## src/rtl/dac_sched_pkg.sv

```systemverilog
package dac_sched_pkg;
  localparam int BUS_W = 8;
  localparam logic [1:0] ADDR_CTRL = 2'd0;
  localparam logic [1:0] ADDR_HI   = 2'd1;
  localparam logic [1:0] ADDR_LO   = 2'd2;
  localparam int CTRL_EN      = 7;
  localparam int CTRL_PERSIST = 2;
  localparam logic [BUS_W-1:0] CTRL_RST  = 8'h02;
  localparam logic [BUS_W-1:0] CTRL_MASK = 8'hF7;
  typedef enum logic [2:0] {
    M_TMR0 = 3'd0, M_TMR1 = 3'd1, M_TMR2 = 3'd2, M_TMR3 = 3'd3,
    M_RISE = 3'd4, M_FALL = 3'd5, M_BOTH = 3'd6, M_ONWR = 3'd7
  } upd_mode_e;
endpackage

```

## src/rtl/dac_sched_regs.sv

```systemverilog
module dac_sched_regs
  import dac_sched_pkg::*;
#(
  parameter int LSB_W = 2
) (
  input  logic             clk,
  input  logic             por_n,
  input  logic             rst_n,
  input  logic             wr_valid,
  input  logic [1:0]       wr_addr,
  input  logic [BUS_W-1:0] wr_data,
  input  logic [1:0]       rd_addr,
  output logic [BUS_W-1:0] rd_data,
  output logic [BUS_W-1:0] ctrl_q,
  output logic [BUS_W-1:0] hi_q,
  output logic [LSB_W-1:0] lo_q,
  output logic             hi_wr
);
  localparam int PAD_W = BUS_W - LSB_W;

  logic wr_ctrl, wr_hi, wr_lo;
  assign wr_ctrl = wr_valid && (wr_addr == ADDR_CTRL);
  assign wr_hi   = wr_valid && (wr_addr == ADDR_HI);
  assign wr_lo   = wr_valid && (wr_addr == ADDR_LO);
  assign hi_wr   = wr_hi;

  always_ff @(posedge clk) begin
    if (!por_n || (!rst_n && !ctrl_q[CTRL_PERSIST])) ctrl_q <= CTRL_RST;
    else if (rst_n && wr_ctrl)                          ctrl_q <= wr_data & CTRL_MASK;
  end

  always_ff @(posedge clk) begin
    if (!por_n || !rst_n) begin
      hi_q <= '0;
      lo_q <= '0;
    end else begin
      if (wr_hi) hi_q <= wr_data;
      if (wr_lo) lo_q <= wr_data[BUS_W-1 -: LSB_W];
    end
  end

  always_comb begin
    case (rd_addr)
      ADDR_CTRL: rd_data = ctrl_q;
      ADDR_HI:   rd_data = hi_q;
      ADDR_LO:   rd_data = {lo_q, {PAD_W{1'b0}}};
      default:   rd_data = '0;
    endcase
  end

  assert_por_clear_R9: assert property (@(posedge clk) !por_n |=> (ctrl_q == CTRL_RST));
  assert_ctrl_persist_R8: assert property (@(posedge clk) disable iff (!por_n)
    (!rst_n && ctrl_q[CTRL_PERSIST]) |=> $stable(ctrl_q));
  assert_ctrl_clear_R7: assert property (@(posedge clk) disable iff (!por_n)
    (!rst_n && !ctrl_q[CTRL_PERSIST]) |=> (ctrl_q == CTRL_RST));
endmodule

```

## src/rtl/dac_sched_trig.sv

```systemverilog
module dac_sched_trig
  import dac_sched_pkg::*;
#(
  parameter int N_TMR = 4
) (
  input  logic             clk,
  input  logic             por_n,
  input  logic             rst_n,
  input  logic [2:0]       mode,
  input  logic [N_TMR-1:0] timer_ovf,
  input  logic             strobe,
  input  logic             hi_wr,
  output logic             load
);
  logic strobe_d, hi_wr_q;
  logic [N_TMR-1:0] tmr_hit;

  always_ff @(posedge clk) begin
    if (!por_n || !rst_n) begin
      strobe_d <= strobe;
      hi_wr_q  <= 1'b0;
    end else begin
      strobe_d <= strobe;
      hi_wr_q  <= hi_wr;
    end
  end

  for (genvar i = 0; i < N_TMR; i++) begin : g_tmr
    assign tmr_hit[i] = timer_ovf[i] && (mode == 3'(i));
    assert_tmr_fire_R2: assert property (@(posedge clk) disable iff (!por_n || !rst_n)
      (mode == 3'(i) && timer_ovf[i]) |-> load);
  end

  always_comb begin
    case (upd_mode_e'(mode))
      M_RISE:  load = strobe && !strobe_d;
      M_FALL:  load = !strobe && strobe_d;
      M_BOTH:  load = strobe ^ strobe_d;
      M_ONWR:  load = hi_wr_q;
      default: load = |tmr_hit;
    endcase
  end

  assert_rise_fire_R3: assert property (@(posedge clk) disable iff (!por_n || !rst_n)
    (mode == M_RISE && $rose(strobe)) |-> load);
  assert_fall_fire_R3: assert property (@(posedge clk) disable iff (!por_n || !rst_n)
    (mode == M_FALL && $fell(strobe)) |-> load);
  assert_quiet_strobe_R3: assert property (@(posedge clk) disable iff (!por_n || !rst_n)
    (mode inside {M_RISE, M_FALL, M_BOTH} && $stable(strobe)) |-> !load);
endmodule

```

## src/rtl/dac_sched_latch.sv

```systemverilog
module dac_sched_latch
  import dac_sched_pkg::*;
#(
  parameter int DAC_W = 10
) (
  input  logic             clk,
  input  logic             por_n,
  input  logic             rst_n,
  input  logic             persist,
  input  logic             load,
  input  logic [DAC_W-1:0] word,
  output logic [DAC_W-1:0] code_q
);
  always_ff @(posedge clk) begin
    if (!por_n || (!rst_n && !persist)) code_q <= '0;
    else if (rst_n && load)             code_q <= word;
  end

  assert_hold_R4: assert property (@(posedge clk) disable iff (!por_n)
    (rst_n && !load) |=> $stable(code_q));
  assert_load_R5: assert property (@(posedge clk) disable iff (!por_n)
    (rst_n && load) |=> (code_q == $past(word)));
  assert_keep_R8: assert property (@(posedge clk) disable iff (!por_n)
    (!rst_n && persist) |=> $stable(code_q));
  assert_clear_R7: assert property (@(posedge clk) disable iff (!por_n)
    (!rst_n && !persist) |=> (code_q == '0));
endmodule

```

## src/rtl/dac_update_sched.sv

```systemverilog
module dac_update_sched
  import dac_sched_pkg::*;
#(
  parameter int N_TMR = 4,
  parameter int DAC_W = 10
) (
  input  logic             clk,
  input  logic             por_n,
  input  logic             rst_n,
  input  logic             wr_valid,
  output logic             wr_ready,
  input  logic [1:0]       wr_addr,
  input  logic [BUS_W-1:0] wr_data,
  input  logic [1:0]       rd_addr,
  output logic [BUS_W-1:0] rd_data,
  input  logic [N_TMR-1:0] timer_ovf,
  input  logic             strobe,
  output logic             dac_en,
  output logic [DAC_W-1:0] dac_code,
  output logic [1:0]       range_code
);
  localparam int LSB_W = DAC_W - BUS_W;

  logic [BUS_W-1:0] ctrl_q, hi_q;
  logic [LSB_W-1:0] lo_q;
  logic             hi_wr, load;

  assign wr_ready   = 1'b1;
  assign dac_en     = ctrl_q[CTRL_EN];
  assign range_code = ctrl_q[1:0];

  dac_sched_regs #(.LSB_W(LSB_W)) u_regs (
    .clk(clk), .por_n(por_n), .rst_n(rst_n),
    .wr_valid(wr_valid), .wr_addr(wr_addr), .wr_data(wr_data),
    .rd_addr(rd_addr), .rd_data(rd_data),
    .ctrl_q(ctrl_q), .hi_q(hi_q), .lo_q(lo_q), .hi_wr(hi_wr)
  );

  dac_sched_trig #(.N_TMR(N_TMR)) u_trig (
    .clk(clk), .por_n(por_n), .rst_n(rst_n),
    .mode(ctrl_q[6:4]), .timer_ovf(timer_ovf), .strobe(strobe),
    .hi_wr(hi_wr), .load(load)
  );

  dac_sched_latch #(.DAC_W(DAC_W)) u_latch (
    .clk(clk), .por_n(por_n), .rst_n(rst_n),
    .persist(ctrl_q[CTRL_PERSIST]), .load(load),
    .word({hi_q, lo_q}), .code_q(dac_code)
  );

  assert_en_por_R9: assert property (@(posedge clk) !por_n |=> (!dac_en && dac_code == '0));
endmodule

```

## config.mk

```make
export PLATFORM = sky130hd
export DESIGN_NAME = dac_update_sched
export DESIGN_NICKNAME = d
export VERILOG_FILES = /design/src/rtl/dac_sched_pkg.sv /design/src/rtl/dac_sched_regs.sv /design/src/rtl/dac_sched_trig.sv /design/src/rtl/dac_sched_latch.sv /design/src/rtl/dac_update_sched.sv
export SDC_FILE = /design/constraint.sdc
export NUM_CORES = 1
export LEC_CHECK = 0
export BUFFER_PORTS_ARGS = -buffer_cell sky130_fd_sc_hd__buf_4
export CAP_MARGIN = 20
export CORE_ASPECT_RATIO = 0.5
export CORE_UTILIZATION = 44
export CTS_CLUSTER_DIAMETER = 60
export DETAILED_ROUTE_END_ITERATION = 7
export PLACE_DENSITY = 0.73
export RECOVER_POWER = 100
export SLEW_MARGIN = 20
export SYNTH_ARGS = -nofsm -noshare
export SYNTH_HDL_FRONTEND = slang
export SYNTH_SLANG_ARGS = --single-unit
```

## constraint.sdc

```tcl
create_clock -name clk -period 1.75 [get_ports clk]
set_input_delay 0.35 -clock clk [delete_from_list [all_inputs] [get_ports clk]]
set_output_delay 0.35 -clock clk [all_outputs]
set_load 0.005 [all_outputs]
```

; ---- Word-level counts from Yosys, hierarchy flattened
; Cells that the tools add are included.
[word_totals]
reg_bits = 29
in_bits = 21
out_inout_bits = 22
word_cells = 43
[op_classes]
eq_ne = 11
muxes = 2
bitwise_logic = 1
reduce_logical = 23
[op_table]
columns = cell, count
row1 = 8-bit one-hot mux with 3 select lines, 1
row2 = 3-bit == test (second input constant), 4
row3 = 1-bit logical AND, 12
row4 = 3-bit by 2-bit == test with 1-bit output (second input constant), 2
row5 = 1-bit zero test, 5
row6 = 2-bit by 1-bit == test with 1-bit output (second input constant), 2
row7 = 2-bit == test (second input constant), 2
row8 = 2-bit zero test, 2
row9 = 1-bit one-hot mux with 4 select lines, 1
row10 = 4-bit OR reduction, 1
row11 = 3-bit by 1-bit == test with 1-bit output (second input constant), 1
row12 = 3-bit zero test, 1
row13 = 1-bit logical OR, 2
row14 = 1-bit XOR, 1

; ---- Depth between registers and ports, before layout
; Gate-level depths: netlist (run 1).
[logic_depth]
ltp_word = 5
mapped_depth = 7
mapped_depth_nobuf = 6

; ---- Cells and area by module
; A second synthesis (run 1) with hierarchy kept.
[unflattened]
cells_unflattened = 148
area_unflattened_um2 = 1341.3
[by_module_without_submodules]
columns = module, n_inst, cells_per_inst, area_each_um2, seq_area_each_um2
row1 = dac_sched_regs, 1, 88, 764.5, 340.3
row2 = dac_sched_latch, 1, 47, 419.2, 200.2
row3 = dac_sched_trig, 1, 11, 146.4, 40.0
row4 = dac_update_sched, 1, 2, 11.3, 0.0

; ---- Least setup slack after synthesis (run 1)
; No wires, ideal clock.
[synth_path]
path_kind = input port to flip-flop
start = input port strobe
end = register u_latch.code_q[0]
setup_ns = 0.072
arrival_time_ns = 1.558
required_ns = 1.678
slack_ns = 0.120
path_stages = 7
path_buffers = 1
path_cell_list = inv_1 > ha_1 > mux4_2 > nand2b_1 > o311ai_2 > buf_8 > mux2i_1
[synth_via]
elab_chain_cells = 4
word_cells_on_any_way = 6
classes_between = mux: 1 / bitwise: 1 / reduce/logical: 4
[synth_rtl]
columns = item, line
row1 = start: declaration, dac_update_sched.sv:17  ; input logic strobe,
row2 = 1-bit zero test, dac_sched_trig.sv:37  ; M_FALL: load = !strobe && strobe_d;
row3 = 1-bit logical AND, dac_sched_trig.sv:37
row4 = 1-bit one-hot mux with 4 select lines *, dac_sched_trig.sv:35  ; case (upd_mode_e'(mode))
row5 = 1-bit logical AND *, dac_sched_latch.sv:16  ; else if (rst_n && load) code_q <= word;
row6 = end signal: assignment, dac_sched_latch.sv:16
row7 = end: declaration, dac_sched_latch.sv:12  ; output logic [DAC_W-1:0] code_q
; Every way passes the cells marked *; elsewhere a longest branch is shown, timed or not.
; A chain may end at the register's enable or synchronous reset.

; ---- Worst setup path after layout (run 1)
[layout_path]
start = register u_trig.strobe_d
end = register u_latch.code_q[9]
[layout_via]
elab_chain_cells = 4
word_cells_on_any_way = 6
classes_between = mux: 1 / bitwise: 1 / reduce/logical: 4
[layout_rtl]
columns = item, line
row1 = start: declaration, dac_sched_trig.sv:15  ; logic strobe_d, hi_wr_q;
row2 = start signal: assignment, dac_sched_trig.sv:20  ; strobe_d <= strobe;
row3 = start signal: assignment, dac_sched_trig.sv:23  ; strobe_d <= strobe;
row4 = 1-bit zero test, dac_sched_trig.sv:36  ; M_RISE: load = strobe && !strobe_d;
row5 = 1-bit logical AND, dac_sched_trig.sv:36
row6 = 1-bit one-hot mux with 4 select lines *, dac_sched_trig.sv:35
row7 = 1-bit logical AND *, dac_sched_latch.sv:16
; Marked as above.

==> results.ini, run 1 <==
[clocking]
holdBufCountCts=0
insertion_delay_ns=0.29
cts_made_buffers=5
cts_tree=done
clock-sinks=29
cts_max_path_buffers=2
post_cts_buffers=0
htreeDepth=2
root_buffer=clkbuf_8
path_clk_slew_ns=0.07

[floorplan]
die_y_um=41.0
rows=13
initial_core_util_pct=48.9
die_area_sq_um=3280
boundaryPins=43
die_w_um=80.0
core_sq_um=2730

[yosys]
synthTopCellsByArea=dfxtp_1 (43%), mux2i_1 (25%), nand2_1 (6.7%), nor2_1 (6.5%), ha_1 (1.9%)
synth.distinct_cells=25
yosys.area.top_type=dfxtp_1
ys_warn_count=0
yosysSeqAreaShare_pct=43.4
ys_seq_elements=29
synth.top_cell.area_share_pct=43.4
synth_cells=142
syn_nets=165
avgSynthCellArea_sq_um=9.42
syn_area_sq_um=1340

[placed_design]
placed_area_sq_um=1690
place_inst=215
gp_congestion=0.797
place_hpwl_um=2120
portBuffers=41

[cells_and_area]
nNetsFinal=209
syn2layout_area_growth_pct=37.8
mostFrequentLayoutCell=mux2i_1
layout_common_cells=mux2i_1 (34), dfxtp_1 (28), nand2_1 (24)
drive_gt1_share_pct=31.0
fin_util_pct=67.4
n_antenna_cell=0
instances_no_fill=224
final_cell_area_sq_um=1840

[pwr]
finalPower_mw=1.65
vdd_drop_max_v=0.000530
leakagePower_nw=0.859
powerDensity_nw_per_um2=895

[sta]
setup_viol=0
setup_tns_ns=0
slew_violations=0
tightest_slew_ns=0.704
relSlewSlack_pct=53.1
hold_violations=0
fin_crit_ns=1.67
finalCritPeriodShare_pct=95.6
timing.fmax_mhz=597
rsz0062_at_grt=false
skew_ns=0.00784

[drt]
drt-initial-drc-count=34
drcViolationCount=0
ant_nets=0
detail_route.first_pass.iterations=4
wirelength_um=3070
viasPerCell=4.95
vias=1109
wire_per_inst_um=13.7

[worst_setup_path]
worst_ep_required_time_ns=1.97
path_cells=ha_1 -> mux4_2 -> nand2b_4 -> o311ai_4 -> clkbuf_16 -> mux2i_1
cp-end-kind=flip-flop
critPathMaxFanout=5
critPathMaxStageDelay_ns=0.44
critPathLaunchType=flip-flop
worstPathArrival_ns=1.89
cpMaxStageDelayCell=mux4_2
critPathKind=flip-flop to flip-flop

[global_routing]
grt_max_degree=22
grt_overflow=0
grt_pass1_wl_um=4490
grt_pass1_vias=928
track_usage_pct=20.6
antenna_found_initial=0

[hold_path]
hold_path.class=input pin to flip-flop

[job]
maxCapViolCount=0

[outcome]
outcome=completed

==> routing by layer <==
layer / wire length [um] / vias to the layer above / track usage [%]
met4: 18 / 0 / 12.1
met2: 1380 / 30 / 29.7
met3: 157 / 4 / 10.2
met5: 0 / - / 0
li1: - / 559 / -
met1: 1510 / 516 / 25.4
==> kinds of logic after synthesis <==
kind of cell / after synthesis / share of synthesized area, %
AND/OR/NAND/NOR: 53 / 16.7
multiplexers: 36 / 28.0
flip-flops: 29 / 43.4
buffers and inverters: 14 / 5.80
AO/OA/AOI/OAI: 7 / 4.02
adder cells (fa/ha/maj): 2 / 1.87
other: 1 / 0.280
==> path summary, 6_finish.rpt <==
check	slack (ns)	cells past startpoint	to	start
setup / recovery	0.08	6	u_latch.code_q[9]$_SDFFE_PP0P_	u_trig.strobe_d$_DFF_P_
hold / removal	0.22	1	u_trig.strobe_d$_DFF_P_	strobe
setup reg to reg	0.08	6	u_latch.code_q[9]$_SDFFE_PP0P_	u_trig.strobe_d$_DFF_P_
hold reg to reg	0.46	2	u_latch.code_q[7]$_SDFFE_PP0P_	u_latch.code_q[7]$_SDFFE_PP0P_
==> sequential cells by signal, summed over array words and instances (netlist names) <==
register / cells
u_latch.code_q: 10
u_regs.ctrl_q: 7
u_regs.hi_q: 8
u_regs.lo_q: 2
u_trig.hi_wr_q: 1
u_trig.strobe_d: 1
==> cells in the mapped netlist (all sizes together) <==
library cell and number:
buf 7, o311ai 1, clkbuf 4, a21oi 1, and3b 1, nor2 23
nand3b 2, mux2i 34, nand2b 1, nor4bb 1, inv 3, o21ai 3
mux2 1, conb 1, ha 2, dfxtp 29, nor2b 1, o21a 1
o31a 1, nand2 24, mux4 1
==> critical path, delay by kind of cell (launching register included) <==
family	cells	cell delay [ns]
AOI/OAI and AO/OA	1	0.12
buffers and inverters	1	0.23
DFF	1	0.32
muxes	2	0.62
and+or+nand+nor	1	0.16
adders and majority gates	1	0.16
==> repair_timing <==
action,CTS,global route
resized for setup,0,8
hold endpoints to repair,0,0
endpoints found under the setup margin,0,2
==> metrics by stage <==
step | hold WS [ns] | worst slack, ns
floorplan | 0.378 | 0.120
global placement | 0.450 | -0.0173
detailed placement | 0.456 | -0.0802
CTS | 0.181 | 0.0822
global route | 0.213 | 0.00544
finish | 0.222 | 0.0763
==> layout make-up <==
type / count / area (sq um)
Inverter: 3 / 11.3
Clock buffer: 5 / 68.8
Tap cell: 37 / 46.3
Fill cell: 229 / 890
Multi-Input combinational cell: 99 / 711
Timing Repair Buffer: 48 / 359
Sequential cell: 29 / 582
Clock inverter: 3 / 65.1
==> report_power, final <==
part | switching, mW | internal, mW | total (mW)
Clock | 0.270 | 0.565 | 0.836
Combinational | 0.0660 | 0.0759 | 0.142
Sequential | 0.00561 | 0.667 | 0.672
(Power assumes the default switching activity.)
==> inputs of run 2 (changes only) <==
==> constraint.sdc (replaced) <==
create_clock -name clk -period 1.75 [get_ports clk]
set_input_delay 0.35 -clock clk [delete_from_list [all_inputs] [get_ports clk]]
set_output_delay 0.35 -clock clk [all_outputs]
set_load 0.01 [all_outputs]
==> run 2 against run 1 <==
Against the previous run: die area unchanged; final area shrank 3.9%; total power about the same; global-route usage did not move; critical path type unchanged; largest power group unchanged.
==> results.ini, run 2 (synthesis gave the netlist of run 1 again) <==
[outcome]
outcome=completed

[clocking]
htreeDepth=2  ; unchanged
path_clk_slew_ns=0.07  ; about the same
root_buffer=clkbuf_8
cts_tree=done
cts_max_path_buffers=2  ; unchanged
insertion_delay_ns=0.29  ; about the same
clock-sinks=29  ; unchanged
cts_made_buffers=5  ; unchanged

[worst_setup_path]
critPathLaunchType=flip-flop
worstPathArrival_ns=1.89  ; about the same
critPathMaxStageDelay_ns=0.44  ; about the same
startpoint=u_trig.strobe_d$_DFF_P_
crit_family=multiplexers
path_buf_inv=1  ; unchanged
critPathMaxFanout=5  ; unchanged
path_cells=ha_1 -> mux4_2 -> nand2b_4 -> o311ai_4 -> clkbuf_16 -> mux2i_1
worst_ep_required_time_ns=1.97  ; about the same
cp-end-kind=flip-flop
cpMaxStageDelayCell=mux4_2
r2r-start=u_trig.strobe_d$_DFF_P_
critPathKind=flip-flop to flip-flop

[pwr]
pwr-share-comb_pct=8.6  ; about the same
vdd_drop_max_v=0.000518  ; -2.3%
switching_share_pct=20.8  ; +0.11 points
seqPwrFrac_pct=40.8  ; about the same
powerDensity_nw_per_um2=931  ; +4.0%
leakagePower_nw=0.789  ; -8.2%
power_frac_clock_pct=50.6  ; about the same
switchingPower_mw=0.344  ; +0.52%
internal-power_mw=1.31  ; -0.16%

[job]
maxCapViolCount=0  ; unchanged

[drt]
detail_route.first_pass.iterations=4  ; unchanged
drcViolationCount=0  ; unchanged
drt-initial-drc-count=51  ; +50%
wire_per_inst_um=13.9  ; +1.3%
viasPerCell=4.94  ; -0.27%
vias=1106  ; -0.27%
ant_nets=0  ; unchanged
wirelength_um=3110  ; +1.3%

[hold_path]
hold_path.class=input pin to flip-flop
hp-start=strobe

[floorplan]
die_y_um=41.0  ; unchanged
boundaryPins=43  ; unchanged
core_sq_um=2730  ; unchanged
die_area_sq_um=3280  ; unchanged
die_w_um=80.0  ; unchanged
rows=13  ; unchanged
initial_core_util_pct=48.9  ; unchanged

[cells_and_area]
regMostFlops=u_latch.code_q
n_antenna_cell=0  ; unchanged
multi_input_area_sq_um=711  ; unchanged
mostFrequentLayoutCell=mux2i_1
drive_gt1_share_pct=20.9  ; -10 points
syn2layout_area_growth_pct=32.5
fin_util_pct=64.8  ; -2.6 points
regArea_sq_um=582  ; unchanged
layout_common_cells=mux2i_1 (34), dfxtp_1 (28), clkbuf_1 (25)
num-fill-cells=246  ; +7.4%
nNetsFinal=209  ; unchanged
top_regs=u_latch.code_q: 10 flops, u_regs.hi_q: 8 flops, u_regs.ctrl_q: 7 flops
largest_register_ffs=10  ; unchanged

[sta]
rsz0062_at_grt=false
finalCritPeriodShare_pct=95.6  ; about the same
setup_viol=0  ; unchanged
slew_violations=0  ; unchanged
hold_violations=0  ; unchanged
fin_crit_ns=1.67  ; -0.000847 ns
timing.fmax_mhz=598  ; about the same
skew_ns=0.00788  ; +0.0000371 ns
tightest_slew_ns=0.704  ; -0.000318 ns
relSlewSlack_pct=53.1  ; about the same
whs_ns=0.222  ; -0.0000200 ns

[global_routing]
grt_pass1_vias=928  ; unchanged
gr-usage-met1_pct=25.4  ; unchanged
grt_max_degree=22  ; unchanged
use_met3_pct=10.2  ; unchanged
grt-busiest-layer=met2
grt_pass1_wl_um=4490  ; unchanged
track_usage_pct=20.6  ; unchanged
grtUsageMet2_pct=29.7  ; unchanged
grt_overflow=0  ; unchanged
antenna_found_initial=0  ; unchanged

[placed_design]
gp_congestion=0.797  ; unchanged
portBuffers=41  ; unchanged
place_hpwl_um=2120  ; unchanged

## run 2: cell count changes in the layout (fill, tap and decap cells not counted), sizes merged
cell / before / now
buf: 23 / 22
clkbuf: 30 / 31
## run 2: worst paths after layout
| path | to | slack (ns) | cells past startpoint |
|---|---|---|---|
| max | u_latch.code_q[9]$_SDFFE_PP0P_ | 0.08 | 6 |
| min | u_trig.strobe_d$_DFF_P_ | 0.22 | 1 |
| max reg2reg | u_latch.code_q[9]$_SDFFE_PP0P_ | 0.08 | 6 |
| min reg2reg | u_latch.code_q[7]$_SDFFE_PP0P_ | 0.46 | 2 |
## run 2: layout make-up
class,instances,share of cell area [%]
clock buffers,5,3.88
clock inverters,3,3.67
inverters,3,0.636
multi-input cells,99,40.1
flip-flops and latches,29,32.8
well taps,37,2.61
repair buffers,48,16.2
## run 2: power by group through the flow
stage                     sequential [mW]  clock (mW)  combinational (mW)
after floorplan                     0.685           0              0.0778
after detailed placement            0.686           0               0.139
after CTS                           0.672       0.844               0.140
after global routing                0.673       0.877               0.152
final                               0.672       0.835               0.142
after global placement              0.686           0               0.137
## run 2: metrics by stage
stage / power [mW] / instances / setup WS (ns) / cell area, sq um / setup TNS, ns
floorplan: 0.763 / 142 / 0.120 / 1340 / 0
global placement: 0.824 / 215 / -0.0173 / 1690 / -0.145
detailed placement: 0.825 / 215 / -0.0802 / 1690 / -0.634
CTS: 1.66 / 223 / 0.0822 / 1820 / 0
global route: 1.70 / 224 / 0.00544 / 1770 / 0
finish: 1.65 / 224 / 0.0771 / 1770 / 0
## run 2: worst reg2reg max path, stage by stage (launching register included)
cell and delay, ns:
dfxtp_2 0.32, ha_1 0.16, mux4_2 0.44, nand2b_4 0.16, o311ai_4 0.12, clkbuf_16 0.23, mux2i_1 0.18
## run 2: what timing repair did
item | 4_1_cts | 5_1_grt
hold buffers | 0 | 0
endpoints found under the setup margin | 0 | 2
gates resized for setup | 0 | 8
setup buffers | 0 | 0
## run 2: per-layer routing
metal  routed length [um]  vias to the layer above
li1                     -                      558
met1                 1530                      514
met2                 1390                       30
met3                  174                        4
met4                   18                        0
met5                    0                        -
